===== src/rtl/nor_prog_seq.sv =====
module nor_prog_seq #(
  parameter int AW = 21,
  parameter int DW = 16,
  parameter int POLL_LIMIT = 64,
  parameter logic [7:0] SUSPEND_CMD = 8'hB0
) (
  input  logic            clk,
  input  logic            rst_n,
  input  logic            req_valid,
  output logic            req_ready,
  input  logic [2:0]      req_op,
  input  logic [AW-1:0]   req_addr,
  input  logic [4*DW-1:0] req_data,
  output logic            rsp_valid,
  output logic [2:0]      rsp_code,
  output logic [AW-1:0]   fl_addr,
  output logic [DW-1:0]   fl_wdata,
  input  logic [DW-1:0]   fl_rdata,
  output logic            fl_we_n,
  output logic            fl_oe_n
);

  localparam int PCW = $clog2(POLL_LIMIT + 1);

  localparam logic [2:0] OP_WORD = 3'd0, OP_DBL = 3'd1, OP_QUAD = 3'd2,
                         OP_ERASE = 3'd3, OP_SUSP = 3'd4, OP_RESUME = 3'd5;

  localparam logic [2:0] RC_OK = 3'd0, RC_PROT = 3'd1, RC_EFAIL = 3'd2,
                         RC_SEQ = 3'd3, RC_ALIGN = 3'd4, RC_TMO = 3'd5,
                         RC_PFAIL = 3'd6;

  typedef enum logic [2:0] {S_IDLE, S_WLO, S_WHI, S_RLO, S_RHI, S_DONE} st_t;
  typedef enum logic [1:0] {P_CMD, P_CLR, P_RA} ph_t;

  st_t             st;
  ph_t             ph;
  logic [2:0]      op;
  logic [AW-1:0]   base;
  logic [4*DW-1:0] dat;
  logic [2:0]      step;
  logic [PCW-1:0]  pcnt;
  logic [2:0]      code;

  logic [2:0]      last_step;
  logic [1:0]      widx;
  logic [1:0]      wr_off;
  logic [7:0]      cmd_byte;
  logic [2:0]      dec_code;
  logic            align_bad, op_bad;
  logic            unused_bits;

  assign req_ready = (st == S_IDLE);
  assign rsp_valid = (st == S_DONE);
  assign rsp_code  = code;
  assign fl_we_n   = (st != S_WLO);
  assign fl_oe_n   = (st != S_RLO);
  assign widx      = 2'(step - 3'd1);
  assign unused_bits = ^{fl_rdata[DW-1:8], fl_rdata[6], fl_rdata[3:2], fl_rdata[0]};

  assign align_bad = (req_op == OP_DBL  && req_addr[0]) ||
                     (req_op == OP_QUAD && req_addr[1:0] != 2'b00);
  assign op_bad    = (req_op > OP_RESUME);

  always_comb begin
    case (op)
      OP_WORD:  last_step = 3'd1;
      OP_DBL:   last_step = 3'd2;
      OP_QUAD:  last_step = 3'd4;
      OP_ERASE: last_step = 3'd1;
      default:  last_step = 3'd0;
    endcase
  end

  always_comb begin
    case (op)
      OP_WORD:  cmd_byte = 8'h40;
      OP_DBL:   cmd_byte = 8'h30;
      OP_QUAD:  cmd_byte = 8'h56;
      OP_ERASE: cmd_byte = 8'h20;
      OP_SUSP:  cmd_byte = SUSPEND_CMD;
      default:  cmd_byte = 8'hD0;
    endcase
  end

  always_comb begin
    wr_off   = 2'd0;
    fl_wdata = DW'(8'hFF);
    case (ph)
      P_CLR: fl_wdata = DW'(8'h50);
      P_RA:  fl_wdata = DW'(8'hFF);
      default: begin
        if (step == 3'd0) begin
          fl_wdata = DW'(cmd_byte);
        end else if (op == OP_ERASE) begin
          fl_wdata = DW'(8'hD0);
        end else begin
          fl_wdata = dat[widx*DW +: DW];
          wr_off   = widx;
        end
      end
    endcase
  end

  assign fl_addr = (st == S_WLO || st == S_WHI) ? base + AW'(wr_off) : base;

  always_comb begin
    if (fl_rdata[4] && fl_rdata[5]) dec_code = RC_SEQ;
    else if (fl_rdata[1])           dec_code = RC_PROT;
    else if (fl_rdata[5])           dec_code = RC_EFAIL;
    else if (fl_rdata[4])           dec_code = RC_PFAIL;
    else                            dec_code = RC_OK;
  end

  always_ff @(posedge clk or negedge rst_n) begin
    if (!rst_n) begin
      st   <= S_IDLE;
      ph   <= P_CMD;
      op   <= OP_WORD;
      base <= '0;
      dat  <= '0;
      step <= '0;
      pcnt <= '0;
      code <= RC_OK;
    end else begin
      case (st)
        S_IDLE: if (req_valid) begin
          op   <= req_op;
          base <= req_addr;
          dat  <= req_data;
          step <= '0;
          ph   <= P_CMD;
          pcnt <= '0;
          if (op_bad) begin
            code <= RC_SEQ;
            st   <= S_DONE;
          end else if (align_bad) begin
            code <= RC_ALIGN;
            st   <= S_DONE;
          end else begin
            st <= S_WLO;
          end
        end
        S_WLO: st <= S_WHI;
        S_WHI: begin
          case (ph)
            P_CMD: if (step == last_step) begin
              pcnt <= '0;
              st   <= S_RLO;
            end else begin
              step <= step + 3'd1;
              st   <= S_WLO;
            end
            P_CLR: begin
              ph <= P_RA;
              st <= S_WLO;
            end
            default: st <= S_DONE;
          endcase
        end
        S_RLO: begin
          if (fl_rdata[7]) begin
            code <= dec_code;
            ph   <= (dec_code == RC_OK) ? P_RA : P_CLR;
            st   <= S_WLO;
          end else if (pcnt == PCW'(POLL_LIMIT - 1)) begin
            code <= RC_TMO;
            ph   <= P_CLR;
            st   <= S_WLO;
          end else begin
            pcnt <= pcnt + 1'b1;
            st   <= S_RHI;
          end
        end
        S_RHI:   st <= S_RLO;
        S_DONE:  st <= S_IDLE;
        default: st <= S_IDLE;
      endcase
    end
  end

endmodule



===== config.mk =====
export PLATFORM = sky130hd
export DESIGN_NAME = nor_prog_seq
export DESIGN_NICKNAME = d
export VERILOG_FILES = /design/src/rtl/nor_prog_seq.sv
export SDC_FILE = /design/constraint.sdc
export NUM_CORES = 1
export LEC_CHECK = 0
export BUFFER_PORTS_ARGS = -buffer_cell sky130_fd_sc_hd__buf_2
export CAP_MARGIN = 5
export CORE_UTILIZATION = 45
export DETAILED_ROUTE_END_ITERATION = 6
export GPL_ROUTABILITY_DRIVEN = 0
export PLACE_DENSITY_LB_ADDON = 0.1
export SLEW_MARGIN = 20
export SYNTH_ARGS = -nofsm -noshare
export SYNTH_HDL_FRONTEND = slang
export SYNTH_SLANG_ARGS = --single-unit

===== constraint.sdc =====
create_clock -name clk -period 4 [get_ports clk]
set_clock_uncertainty 0.1 [all_clocks]
set_input_delay 0.2 -clock clk [delete_from_list [all_inputs] [get_ports clk]]
set_output_delay 0.2 -clock clk [all_outputs]
set_load 0.05 [all_outputs]

Yosys cells after proc, flatten, opt, wreduce, memory -nomap -nowiden

Cells that the tools add are included.

Register bits: 106
Output and inout bits: 44
Logic and storage cells: 104

Add/subtract/negate cells: 4
Magnitude comparators: 1
Equal/unequal tests: 26
Shifts and indexed selects: 1
Mux-type cells: 43
Reductions and logical operators: 21

Operators by type and width:

| kind                                                                     | number |
|---|---|
| 64-bit by 7-bit variable part select with 16-bit output                  | 1 |
| 3-bit 2-to-1 mux                                                         | 17 |
| 8-bit case mux with 5 select lines                                       | 1 |
| 7-bit 2-to-1 mux                                                         | 5 |
| 16-bit 2-to-1 mux                                                        | 2 |
| 16-bit case mux with 2 select lines                                      | 1 |
| 21-bit by 2-bit adder with 21-bit output                                 | 1 |
| 21-bit 2-to-1 mux                                                        | 1 |
| 7-bit case mux with 3 select lines                                       | 1 |
| 2-bit 2-to-1 mux                                                         | 9 |
| 3-bit case mux with 2 select lines                                       | 3 |
| 3-bit by 2-bit == test with 1-bit output (second input constant)         | 5 |
| 3-bit case mux with 5 select lines                                       | 1 |
| 3-bit zero test                                                          | 4 |
| 4-bit AND reduction                                                      | 3 |
| 3-bit by 1-bit == test with 1-bit output (second input constant)         | 3 |
| 3-bit == test (second input constant)                                    | 3 |
| 3-bit case mux with 3 select lines                                       | 1 |
| 2-bit inequality test (second input constant)                            | 4 |
| 7-bit by 1-bit adder with 7-bit output (second input constant)           | 1 |
| 7-bit by 6-bit == test with 1-bit output (second input constant)         | 1 |
| 2-bit by 1-bit inequality test with 1-bit output (second input constant) | 3 |
| 3-bit by 1-bit inequality test with 1-bit output (second input constant) | 2 |
| 2-bit case mux with 3 select lines                                       | 1 |
| 16 further kinds                                                         | 22 |

Depth between registers and ports, before layout

Gate-level depths: netlist of run 1.

Depth after elaboration: 8
Mapped depth: 16
Mapped depth without buffers: 12

Worst setup path after synthesis of run 1

OpenSTA, ideal clock, no wires.

Kind: register to output
From: register step[0]
To: output port fl_addr[20]
Data arrival time: 4,133 ps
Path slack: -433 ps
Cell stages (with the launch flop): 17
Path through: dfrtp_1 > buf_4 > buf_2 > inv_1 > ha_1 > nor2b_1 > clkbuf_1 > or3_1 > clkbuf_1 > nor2_1 > ha_1 > inv_1 > fa_1 > nor3_4 > nand4_4 > nor3_2 > xor2_1

Cells in the longest elaborated chain, start to end: 6

Ends and longest elaborated chain:

| item                                        | line | source |
|---|---|---|
| start: declaration                          | 40   | `logic [2:0] step;` |
| start signal: assignment                    | 150  | `step <= step + 3'd1;` |
| 2-bit by 1-bit subtractor with 2-bit output | 57   | `assign widx = 2'(step - 3'd1);` |
| 2-bit 2-to-1 mux                            | 94   | `end else if (op == OP_ERASE) begin` |
| 2-bit 2-to-1 mux *                          | 92   | `if (step == 3'd0) begin` |
| 2-bit 2-to-1 mux *                          | 88   | `case (ph)` |
| 21-bit by 2-bit adder with 21-bit output *  | 104  | `assign fl_addr = (st == S_WLO \|\| st == S_WHI) ? base + AW'(wr_off) : base;` |
| 21-bit 2-to-1 mux *                         | 104  |  |
| end: declaration                            | 16   | `output logic [AW-1:0] fl_addr,` |

Mark *: on every way between the ends. The rest lies on a longest branch, timed or not.

Worst setup path after layout of run 1

From: register ph[1]
To: output port fl_addr[18]

Cells in the longest elaborated chain, start to end: 5

Ends and longest elaborated chain:

| item                                                                      | line | source |
|---|---|---|
| start: declaration                                                        | 36   | `ph_t ph;` |
| start signal: assignment                                                  | 163  | `ph <= (dec_code == RC_OK) ? P_RA : P_CLR;` |
| 2-bit by 1-bit == test with 1-bit output or 2-bit == test (tied branches) | 88   |  |
| 2-bit OR reduction (no source line) *                                     | --   |  |
| 2-bit 2-to-1 mux *                                                        | 88   |  |
| 21-bit by 2-bit adder with 21-bit output *                                | 104  |  |
| 21-bit 2-to-1 mux *                                                       | 104  |  |

Marks and branches as above.

==> impl_metrics.prom, run 1 <==
# TYPE chip_impl_metric gauge
chip_impl_info{name="run_status",value="finished, final reports clean"} 1
chip_impl_metric{name="pwr_density_cell",unit="nW/um^2"} 796
chip_impl_metric{name="netlist_area",unit="um^2"} 5570
chip_impl_metric{name="dp_cells",unit=""} 922
chip_impl_metric{name="synth_edf_count",unit=""} 0
chip_impl_metric{name="route.met2.wl",unit="um"} 7050
chip_impl_metric{name="power",unit="mW"} 6.14
chip_impl_metric{name="worst-path-max-fanout",unit=""} 6
chip_impl_info{name="path_class",value="flop to output pin"} 1
chip_impl_metric{name="yosysUniqueCellTypes",unit=""} 50
chip_impl_metric{name="htree_num_levels",unit=""} 3
chip_impl_info{name="yosys-top-cells-area",value="dfrtp_1 48%, nand2_1 19%, mux4_2 6.5%"} 1
chip_impl_metric{name="portion_of_synthesized_cell_area_occupied_by_the_leading_cell_type",unit=""} 0.476
chip_impl_metric{name="final_area",unit="um^2"} 7720
chip_impl_metric{name="routed_wire_length_per_instance",unit="um"} 14.1
chip_impl_metric{name="clk_path_buf_depth",unit=""} 2
chip_impl_metric{name="max_clock_freq",unit="MHz"} 261
chip_impl_info{name="worst_hold_path_type",value="primary input to flop"} 1
chip_impl_info{name="top_layer",value="met4"} 1
chip_impl_metric{name="syn_inst",unit=""} 638
chip_impl_metric{name="grt_first_pass_wirelength",unit="um"} 24100
chip_impl_metric{name="max-vdd-ir-drop",unit="V"} 0.000435
chip_impl_metric{name="instances_no_fill",unit=""} 1028
chip_impl_metric{name="yosysSeqAreaShare",unit=""} 0.476
chip_impl_metric{name="grt_pass1_vias",unit=""} 5103
chip_impl_metric{name="dr_wl_met3",unit="um"} 775
chip_impl_metric{name="cts_buffers",unit=""} 9
chip_impl_metric{name="drt-initial-drc-count",unit=""} 295
chip_impl_metric{name="die_area",unit="um^2"} 12800
chip_impl_metric{name="detailedPlace.worstSlack",unit="ps"} 331
chip_impl_metric{name="placement.cell_area",unit="um^2"} 6510
chip_impl_metric{name="synth.ff_latch_count",unit=""} 106
chip_impl_metric{name="synth.yosys.warnings",unit=""} 0
chip_impl_metric{name="largest_net_degree_at_the_start_of_global_routing",unit=""} 71
chip_impl_metric{name="floorplan.die.height",unit="um"} 113
chip_impl_info{name="cp-end-kind",value="output pin"} 1
chip_impl_metric{name="num_io_pins",unit=""} 151
chip_impl_info{name="synth_largest_area_cell",value="dfrtp_1"} 1
chip_impl_metric{name="grt_overflow_total",unit=""} 0
chip_impl_metric{name="synth_fp_nets",unit=""} 754
chip_impl_metric{name="num_antenna_cells",unit=""} 0
chip_impl_metric{name="coreArea",unit="um^2"} 12100
chip_impl_metric{name="leakage",unit="nW"} 3.92
chip_impl_metric{name="syn2layout_area_growth",unit="%"} 38.6
chip_impl_metric{name="route.detailed.vias_per_inst",unit=""} 4.96
chip_impl_metric{name="num_vias",unit=""} 5100
chip_impl_metric{name="die_w",unit="um"} 113
chip_impl_metric{name="place.port_buffers",unit=""} 138
chip_impl_metric{name="setup_viol",unit=""} 0
chip_impl_metric{name="critical_path_arrival",unit="ps"} 3530
chip_impl_metric{name="worst-endpoint-required",unit="ps"} 3700
chip_impl_metric{name="worst_slew_pin_slew",unit="ps"} 1030
chip_impl_info{name="synth.top_cells.by_count",value="276 x nand2_1, 106 x dfrtp_1, 30 x nor2_1"} 1
chip_impl_metric{name="grt.total_usage",unit=""} 0.240
chip_impl_info{name="grt_setup_unrepaired",value="no"} 1
chip_impl_metric{name="hpwl",unit="um"} 9340
chip_impl_metric{name="cts_num_sinks",unit=""} 106
chip_impl_metric{name="cap_viol_max_count",unit=""} 0
chip_impl_metric{name="max-slew-margin-rel",unit=""} 0.310
chip_impl_metric{name="finalMaxSlewViolations",unit=""} 0
chip_impl_metric{name="post_route_cells_drive_above_1_share",unit=""} 0.241
chip_impl_metric{name="routed_wl",unit="um"} 14500
chip_impl_metric{name="hold_violations",unit=""} 0
chip_impl_metric{name="clk_latency",unit="ps"} 350
chip_impl_metric{name="timing.final.crit_share",unit=""} 0.956
chip_impl_info{name="most_used_standard_cell_by_instance_count_after_synthesis",value="nand2_1"} 1
chip_impl_info{name="cts-root-buf",value="clkbuf_16"} 1
chip_impl_info{name="cts_tree",value="built"} 1
chip_impl_metric{name="antenna_found_initial",unit=""} 0
chip_impl_metric{name="firstDrtPassIters",unit=""} 4
chip_impl_metric{name="post-route-worst-setup-slack",unit="ps"} 174
chip_impl_metric{name="metal_1_wl",unit="um"} 6380
chip_impl_metric{name="total_number_of_nets_in_the_final_design",unit=""} 971
chip_impl_metric{name="rows",unit=""} 40
chip_impl_metric{name="timing.final.crit_period",unit="ps"} 3830
chip_impl_metric{name="clock_slew_seen_by_the_registers_of_the_worst_setup_and_hold_paths",unit="ps"} 70
chip_impl_metric{name="synth.avg_cell_area",unit="um^2"} 8.73
chip_impl_metric{name="drc_errors",unit=""} 0
chip_impl_metric{name="initial_core_util",unit=""} 0.462
chip_impl_metric{name="final.hold.worst_slack",unit="ps"} 30.9
chip_impl_metric{name="antenna_violating_nets_post_route",unit=""} 0
chip_impl_metric{name="fill_count",unit=""} 1008
chip_impl_info{name="crit_path_start_kind",value="flop"} 1
chip_impl_info{name="postSynth.topFlopCell",value="dfrtp_1"} 1
chip_impl_metric{name="ys_async_sr_fraction",unit=""} 1.00
-- worst paths after layout --
kind                            cells past startpoint  slack (ps)     endpoint       from
worst max-delay path                               11         170  fl_addr[18]      ph[1]
worst min-delay path                                3          30        op[2]  req_op[2]
worst max register to register                      4        1490      pcnt[6]      st[0]
worst min register to register                      2         370      dat[12]    dat[12]
max in group asynchronous                           3        2710      base[0]      rst_n
min in group asynchronous                           3         340  rsp_code[1]      rst_n
-- state kept, by name, indices dropped and copies added (netlist names) --
signal / count
ph: 2
step: 3
dat: 64
rsp_code: 3
pcnt: 7
base: 21
st: 3
op: 3
-- area by class of cell --
type	count	area [um^2]	area share
Timing Repair Buffer	236	1650	0.214
Tap cell	168	210	0.0272
Inverter	19	71.3	0.00924
Clock inverter	5	67.6	0.00875
Multi-Input combinational cell	483	2830	0.366
Sequential cell	106	2650	0.344
Clock buffer	11	243	0.0314
-- layout by cell type, fill, tap and decap left out, types with 2 or more instances in the layout --
| cell | instances |
|---|---|
| nor3_4 | 3 |
| o31ai_1 | 4 |
| nand3_1 | 12 |
| o21a_1 | 2 |
| buf_4 | 13 |
| xor2_4 | 3 |
| xnor2_2 | 5 |
| xnor2_1 | 8 |
| a21oi_1 | 13 |
| mux2i_1 | 5 |
| nor4_1 | 3 |
| clkbuf_4 | 2 |
| nor3_1 | 8 |
| inv_1 | 19 |
| o21ai_0 | 22 |
| nand2_1 | 275 |
| and3_1 | 5 |
| nor2_1 | 28 |
| nand2b_1 | 6 |
| or2_2 | 2 |
| mux4_2 | 16 |
| a2bb2oi_1 | 2 |
| clkbuf_16 | 9 |
| buf_2 | 135 |
| ha_1 | 8 |
| or3_1 | 2 |
| nor2b_1 | 14 |
| dlygate4sd3_1 | 86 |
| nand4_1 | 2 |
| dfrtp_1 | 106 |
| inv_6 | 2 |
| nor2_4 | 2 |
| a31oi_1 | 4 |
| mux2_2 | 3 |
| xor2_1 | 4 |
| nor3b_1 | 2 |
-- power breakdown --
| group | internal [mW] | switching, mW | leakage, nW |
|---|---|---|---|
| Combinational | 1.12 | 2.17 | 2.44 |
| Clock | 0.513 | 0.409 | 0.153 |
| Sequential | 1.55 | 0.386 | 1.33 |
-- through the flow --
| stage | TNS [ps] | utilization |
|---|---|---|
| after floorplan | -66.2 | - |
| after global placement | 0 | 0.540 |
| after detailed placement | 0 | 0.540 |
| after CTS | 0 | 0.638 |
| after global routing | 0 | 0.640 |
| final | 0 | 0.640 |
-- layer usage --
| layer | track usage | vias up |
|---|---|---|
| met5 | 0 | - |
| met4 | 0.0833 | 0 |
| met3 | 0.0552 | 25 |
| met2 | 0.399 | 153 |
| met1 | 0.310 | 2414 |
| li1 | - | 2508 |
-- cell families (layout without fill, tap and decap cells) --
kind of cell,after synthesis,in the layout,share of synthesized area
simple gates,372,372,0.286
flops,106,106,0.476
compound gates,58,58,0.0671
buf+inv,49,271,0.0382
mux,24,24,0.0797
xor+xnor,20,20,0.0314
fa+ha+maj,9,9,0.0216
-- critical path, stage by stage (launching register included) --
cell and delay, ps:
dfrtp_1 380, inv_1 70, ha_1 360, or3_1 440, or2_2 320, fa_1 470
nor3_4 270, nand4_4 170, buf_4 190, nor2_4 130, xor2_4 130, clkbuf_4 230
-- what timing repair did --
item,in CTS,in global routing
endpoints found under the setup margin,1,2
hold buffers,86,0
gates resized for setup,0,2
setup buffers,1,3
hold endpoints to repair,121,0
cloned,0,0
pin swaps,1,3
Power figures use the tool's default switching activity.
==> run 2: changes to the inputs <==
- REMOVE_ABC_BUFFERS: default -> 1
==> impl_metrics.prom, run 2 (synthesized netlist as in run 1, its figures left out) <==
# TYPE chip_impl_metric gauge
chip_impl_info{name="run_status",value="finished, final reports clean"} 1
chip_impl_metric{name="placement.cell_area",unit="um^2"} 6390
chip_impl_metric{name="antenna_found_initial",unit=""} 0
chip_impl_metric{name="multi_input_area",unit="um^2"} 2720
chip_impl_metric{name="finalMaxSlewViolations",unit=""} 0
chip_impl_metric{name="setup_viol",unit=""} 0
chip_impl_metric{name="internal_power",unit="mW"} 3.14
chip_impl_metric{name="final_area",unit="um^2"} 7570
chip_impl_metric{name="initial_core_util",unit=""} 0.462
chip_impl_metric{name="critical_path_arrival",unit="ps"} 3460
chip_impl_metric{name="worst-path-max-fanout",unit=""} 8
chip_impl_info{name="layout_commonest_cell",value="nand2_1"} 1
chip_impl_metric{name="grt_first_pass_wirelength",unit="um"} 23300
chip_impl_info{name="reg.largest.list",value="dat x64, base x21, pcnt x7"} 1
chip_impl_metric{name="max-vdd-ir-drop",unit="V"} 0.000302
chip_impl_metric{name="clock_slew_seen_by_the_registers_of_the_worst_setup_and_hold_paths",unit="ps"} 70
chip_impl_metric{name="post_route_cells_drive_above_1_share",unit=""} 0.229
chip_impl_metric{name="num_vias",unit=""} 5046
chip_impl_metric{name="grt_pass1_vias",unit=""} 4919
chip_impl_info{name="grt_setup_unrepaired",value="no"} 1
chip_impl_metric{name="routed_wl",unit="um"} 14000
chip_impl_metric{name="cts_num_sinks",unit=""} 106
chip_impl_metric{name="die_w",unit="um"} 113
chip_impl_metric{name="coreArea",unit="um^2"} 12100
chip_impl_metric{name="layout.area.seq",unit="um^2"} 2650
chip_impl_metric{name="floorplan.die.height",unit="um"} 113
chip_impl_metric{name="num_io_pins",unit=""} 151
chip_impl_metric{name="max-slew-margin-rel",unit=""} 0.346
chip_impl_metric{name="leakage",unit="nW"} 3.83
chip_impl_metric{name="worst_slew_pin_slew",unit="ps"} 982
chip_impl_info{name="layout_common_cells",value="275 x nand2_1, 137 x buf_2, 106 x dfrtp_1"} 1
chip_impl_metric{name="antenna_violating_nets_post_route",unit=""} 0
chip_impl_metric{name="timing.final.crit_share",unit=""} 0.940
chip_impl_metric{name="firstDrtPassIters",unit=""} 5
chip_impl_metric{name="die_area",unit="um^2"} 12800
chip_impl_metric{name="netSwitchingFraction",unit=""} 0.479
chip_impl_metric{name="hold_violations",unit=""} 0
chip_impl_info{name="cts-root-buf",value="clkbuf_16"} 1
chip_impl_metric{name="hpwl",unit="um"} 9000
chip_impl_metric{name="fill_count",unit=""} 1068
chip_impl_metric{name="routed_wire_length_per_instance",unit="um"} 13.6
chip_impl_metric{name="total_switching_power",unit="mW"} 2.89
chip_impl_info{name="cts_tree",value="built"} 1
chip_impl_metric{name="timing.final.crit_period",unit="ps"} 3760
chip_impl_metric{name="largest_net_degree_at_the_start_of_global_routing",unit=""} 77
chip_impl_metric{name="cap_viol_max_count",unit=""} 0
chip_impl_metric{name="htree_num_levels",unit=""} 3
chip_impl_metric{name="pwr_density_cell",unit="nW/um^2"} 797
chip_impl_metric{name="power.share.sequential",unit=""} 0.316
chip_impl_metric{name="route.detailed.vias_per_inst",unit=""} 4.93
chip_impl_metric{name="drc_errors",unit=""} 0
chip_impl_metric{name="grt_overflow_total",unit=""} 0
chip_impl_metric{name="syn2layout_area_growth",unit="%"} 35.8
chip_impl_metric{name="rows",unit=""} 40
chip_impl_metric{name="clk_path_buf_depth",unit=""} 2
chip_impl_metric{name="max_clock_freq",unit="MHz"} 266
chip_impl_info{name="path_class",value="flop to output pin"} 1
chip_impl_metric{name="power.share.combinational",unit=""} 0.535
chip_impl_metric{name="worst-endpoint-required",unit="ps"} 3700
chip_impl_metric{name="cts_buffers",unit=""} 9
chip_impl_info{name="worst_hold_path_type",value="primary input to flop"} 1
chip_impl_metric{name="place.port_buffers",unit=""} 138
chip_impl_metric{name="post-route-worst-setup-slack",unit="ps"} 242
chip_impl_metric{name="detailedPlace.worstSlack",unit="ps"} 317
chip_impl_metric{name="num_antenna_cells",unit=""} 0
chip_impl_info{name="crit_path_start_kind",value="flop"} 1
chip_impl_metric{name="total_number_of_nets_in_the_final_design",unit=""} 967
chip_impl_metric{name="portion_of_total_power_attributed_to_the_clock_network",unit=""} 0.149
chip_impl_metric{name="grt.total_usage",unit=""} 0.232
chip_impl_info{name="cp-end-kind",value="output pin"} 1
chip_impl_metric{name="clk_latency",unit="ps"} 350
chip_impl_metric{name="drt-initial-drc-count",unit=""} 231
chip_impl_metric{name="largest_register_ff_count",unit=""} 64
chip_impl_info{name="most_flop_heavy_register",value="dat"} 1
run 2: final timing paths:
path	endpoint	start	slack, ps	depth (start not counted)
max	fl_addr[16]	step[1]	240	11
min	base[0]	req_addr[0]	20	3
max in group asynchronous	op[1]	rst_n	2320	3
max reg2reg	step[2]	st[0]	1550	5
min in group asynchronous	base[8]	rst_n	430	2
min reg2reg	dat[3]	dat[3]	370	2
run 2: stage by stage:
step,utilization,hold WS (ps),instances,total power [mW],TNS (ps)
final,0.627,24.7,1024,6.03,0
after global routing,0.627,41.0,1024,6.47,0
after floorplan,-,-196,608,4.29,-5550
after CTS,0.626,4.09,1023,6.09,0
after global placement,0.530,289,921,5.03,0
after detailed placement,0.530,292,921,5.11,0
run 2: cell type report:
class / instances / share of cell area
multi-input combinational: 483 / 0.359
sequential: 106 / 0.351
timing repair buffer: 232 / 0.213
clock buffer: 10 / 0.0316
tap: 168 / 0.0278
inverter: 19 / 0.00942
clock inverter: 6 / 0.00876
run 2: repair_timing:
item / in CTS / in global routing
pin swaps: 1 / 1
setup buffers: 1 / 1
endpoints found under the hold margin: 159 / 0
endpoints found under the setup margin: 3 / 10
hold buffers: 85 / 0
resized for setup: 0 / 1
run 2: critical path, stage by stage (launching register included):
cell and delay [ps]:
dfrtp_1 440, inv_1 90, ha_1 210, nor2b_1 150, or3_4 400, or2_2 330
fa_1 460, nor3_4 250, nand4_4 180, nor2_1 150, xor2_1 170, buf_2 280
run 2: power groups by stage:
stage / Clock, mW / Combinational [mW] / Sequential, mW
after floorplan: 0 / 2.40 / 1.90
after global placement: 0 / 3.13 / 1.89
after CTS: 0.921 / 3.26 / 1.90
after global routing: 0.959 / 3.54 / 1.97
after detailed placement: 0 / 3.18 / 1.93
final: 0.902 / 3.23 / 1.90
run 2: metal layers:
layer | wire length (um) | vias up | track usage | share of wire
met5 | 0 | - | 0 | 0
met2 | 7030 | 126 | 0.392 | 0.50
met4 | 233 | 0 | 0.0789 | 0.017
met3 | 612 | 17 | 0.0423 | 0.044
met1 | 6090 | 2402 | 0.303 | 0.44
li1 | - | 2501 | - | -
==> run 3: changes to the inputs <==
==> constraint.sdc (replaced) <==
create_clock -name clk -period 4 [get_ports clk]
set_clock_uncertainty 0.1 [all_clocks]
set_input_delay 1.2 -clock clk [delete_from_list [all_inputs] [get_ports clk]]
set_output_delay 1.2 -clock clk [all_outputs]
set_load 0.05 [all_outputs]
==> impl_metrics.prom, run 3 (synthesized netlist as in run 1, its figures left out) <==
# TYPE chip_impl_metric gauge
chip_impl_info{name="run_status",value="complete, but fails checks"} 1
chip_impl_info{name="failed_checks",value="negative setup slack"} 1
chip_impl_metric{name="die_w",unit="um"} 113
chip_impl_metric{name="worst_path_largest_cell_delay",unit="ps"} 410
chip_impl_info{name="cts-root-buf",value="clkbuf_16"} 1
chip_impl_metric{name="max-slew-margin-rel",unit=""} 0.544
chip_impl_metric{name="worst_slew_pin_slew",unit="ps"} 685
chip_impl_metric{name="htree_num_levels",unit=""} 3
chip_impl_info{name="grt_setup_unrepaired",value="yes"} 1
chip_impl_metric{name="initial_core_util",unit=""} 0.462
chip_impl_metric{name="instances_no_fill",unit=""} 968
chip_impl_metric{name="fill_count",unit=""} 1084
chip_impl_metric{name="worst-path-max-fanout",unit=""} 4
chip_impl_info{name="most_flop_heavy_register",value="dat"} 1
chip_impl_metric{name="dp_cells",unit=""} 944
chip_impl_metric{name="timing.final.crit_period",unit="ps"} 4410
chip_impl_metric{name="clk_latency",unit="ps"} 350
chip_impl_metric{name="firstDrtPassIters",unit=""} 4
chip_impl_metric{name="max-vdd-ir-drop",unit="V"} 0.000329
chip_impl_metric{name="largest_net_degree_at_the_start_of_global_routing",unit=""} 57
chip_impl_info{name="path_class",value="flop to output pin"} 1
chip_impl_metric{name="clock_slew_seen_by_the_registers_of_the_worst_setup_and_hold_paths",unit="ps"} 70
chip_impl_metric{name="grt_pass1_vias",unit=""} 4691
chip_impl_info{name="layout_commonest_cell",value="nand2_1"} 1
chip_impl_metric{name="final_area",unit="um^2"} 7270
chip_impl_info{name="cts_tree",value="built"} 1
chip_impl_metric{name="critical_path_arrival",unit="ps"} 3110
chip_impl_metric{name="num_io_pins",unit=""} 151
chip_impl_metric{name="drc_errors",unit=""} 0
chip_impl_metric{name="setup_viol",unit=""} 18
chip_impl_metric{name="hpwl",unit="um"} 9330
chip_impl_metric{name="grt_overflow_total",unit=""} 0
chip_impl_metric{name="drt-initial-drc-count",unit=""} 212
chip_impl_info{name="worst_hold_path_type",value="flop to flop"} 1
chip_impl_metric{name="dr_wl_met3",unit="um"} 556
chip_impl_metric{name="holdBufCountCts",unit=""} 0
chip_impl_metric{name="timing.final.crit_share",unit=""} 1.10
chip_impl_metric{name="route.met2.wl",unit="um"} 6500
chip_impl_metric{name="routed_wl",unit="um"} 13600
chip_impl_metric{name="syn2layout_area_growth",unit="%"} 30.5
chip_impl_metric{name="coreArea",unit="um^2"} 12100
chip_impl_metric{name="metal_1_wl",unit="um"} 6230
chip_impl_metric{name="worst-endpoint-required",unit="ps"} 2700
chip_impl_metric{name="routed_wire_length_per_instance",unit="um"} 14.0
chip_impl_metric{name="num_vias",unit=""} 4815
chip_impl_metric{name="num_antenna_cells",unit=""} 0
chip_impl_metric{name="place.port_buffers",unit=""} 138
chip_impl_metric{name="grt.total_usage",unit=""} 0.220
chip_impl_info{name="path_cells",value="inv_2 > ha_4 > or3_4 > or2_4 > fa_2 > nor3_4 > nand4_4 > nor3_2 > xor2_1 > buf_4"} 1
chip_impl_info{name="layout_common_cells",value="271 x nand2_1, 117 x buf_2, 106 x dfrtp_1"} 1
chip_impl_metric{name="finalMaxSlewViolations",unit=""} 0
chip_impl_info{name="critPathSlowestCell",value="or3_4"} 1
chip_impl_metric{name="largest_register_ff_count",unit=""} 64
chip_impl_metric{name="antenna_found_initial",unit=""} 0
chip_impl_metric{name="cts_num_sinks",unit=""} 106
chip_impl_info{name="cp-end-kind",value="output pin"} 1
chip_impl_metric{name="cap_viol_max_count",unit=""} 0
chip_impl_metric{name="floorplan.die.height",unit="um"} 113
chip_impl_metric{name="max_clock_freq",unit="MHz"} 227
chip_impl_metric{name="placement.cell_area",unit="um^2"} 6580
chip_impl_metric{name="clk_path_buf_depth",unit=""} 2
chip_impl_metric{name="post_route_cells_drive_above_1_share",unit=""} 0.321
chip_impl_info{name="top_layer",value="met4"} 1
chip_impl_metric{name="post-route-worst-setup-slack",unit="ps"} -409
chip_impl_metric{name="grt_first_pass_wirelength",unit="um"} 22100
chip_impl_info{name="crit_path_start_kind",value="flop"} 1
chip_impl_metric{name="cts_buffers",unit=""} 9
chip_impl_metric{name="leakage",unit="nW"} 3.73
chip_impl_metric{name="die_area",unit="um^2"} 12800
chip_impl_metric{name="route.detailed.vias_per_inst",unit=""} 4.97
chip_impl_metric{name="worstPathBufferInverterCount",unit=""} 2
chip_impl_metric{name="total_number_of_nets_in_the_final_design",unit=""} 911
chip_impl_metric{name="rows",unit=""} 40
chip_impl_info{name="reg.largest.list",value="dat x64, base x21, pcnt x7"} 1
chip_impl_metric{name="pwr_density_cell",unit="nW/um^2"} 888
chip_impl_info{name="critical_path.top_delay_family",value="simple AND/OR/NAND/NOR gates"} 1
chip_impl_metric{name="hold_violations",unit=""} 0
chip_impl_metric{name="antenna_violating_nets_post_route",unit=""} 0
[run 3: changes by cell type in the layout (fill, tap and decap cells not counted), moves of 6 or more]
cell and change:
buf_6 +12, dlygate4sd3_1 -85, xnor2_1 -6, nor2_1 -6, buf_4 +36, buf_2 -20, xnor2_2 +6
[run 3: where the power goes]
part / switching [mW] / internal (mW) / total (mW) / leakage, nW
sequential: 0.349 / 1.55 / 1.90 / 1.33
combinational: 2.25 / 1.33 / 3.59 / 2.25
clock: 0.404 / 0.567 / 0.971 / 0.155
[run 3: layer usage]
metal / vias to the layer above / GRT usage
met5: - / 0
met4: 0 / 0.0868
met3: 15 / 0.0354
met2: 118 / 0.366
met1: 2291 / 0.288
li1: 2391 / -
[run 3: area by class of cell]
| class | count | area (um^2) | share of cell area |
|---|---|---|---|
| multi-input cells | 483 | 2920 | 0.402 |
| flip-flops and latches | 106 | 2650 | 0.365 |
| repair buffers | 176 | 1090 | 0.149 |
| clock buffers | 10 | 239 | 0.0329 |
| well taps | 168 | 210 | 0.0289 |
| clock inverters | 6 | 88.8 | 0.0122 |
| inverters | 19 | 71.3 | 0.00981 |
[run 3: per-stage QoR]
step / setup TNS (ps) / total power [mW] / setup WS [ps] / util / hold slack (ps)
after floorplan: -29480 / 4.29 / -1510 / - / 340
after global placement: -1880 / 5.14 / -221 / 0.545 / 354
after detailed placement: -2520 / 5.22 / -274 / 0.545 / 357
after CTS: -3860 / 6.41 / -373 / 0.588 / 375
after global routing: -5720 / 6.89 / -508 / 0.603 / 401
final: -4090 / 6.46 / -409 / 0.603 / 372
[run 3: what timing repair did]
item	in CTS	in global routing
buffers inserted	4	4
pin swaps	11	10
resized for setup	50	29
setup endpoints to repair	20	20
endpoints found under the hold margin	0	0
[run 3: worst min-delay path, stage by stage (launching register included)]
cell and delay (ps):
dfrtp_1 340, nand2_1 50, nand2_1 50
[run 3: final timing paths]
| kind | end | depth (start not counted) | from | slack [ps] |
|---|---|---|---|---|
| worst max-delay path | fl_addr[20] | 10 | ph[0] | -410 |
| worst min-delay path | dat[51] | 2 | dat[51] | 370 |
| worst max register to register | ph[1] | 6 | st[1] | 1650 |
| worst min register to register | dat[51] | 2 | dat[51] | 370 |
| max in group asynchronous | dat[1] | 2 | rst_n | 2260 |
| min in group asynchronous | base[8] | 1 | rst_n | 780 |
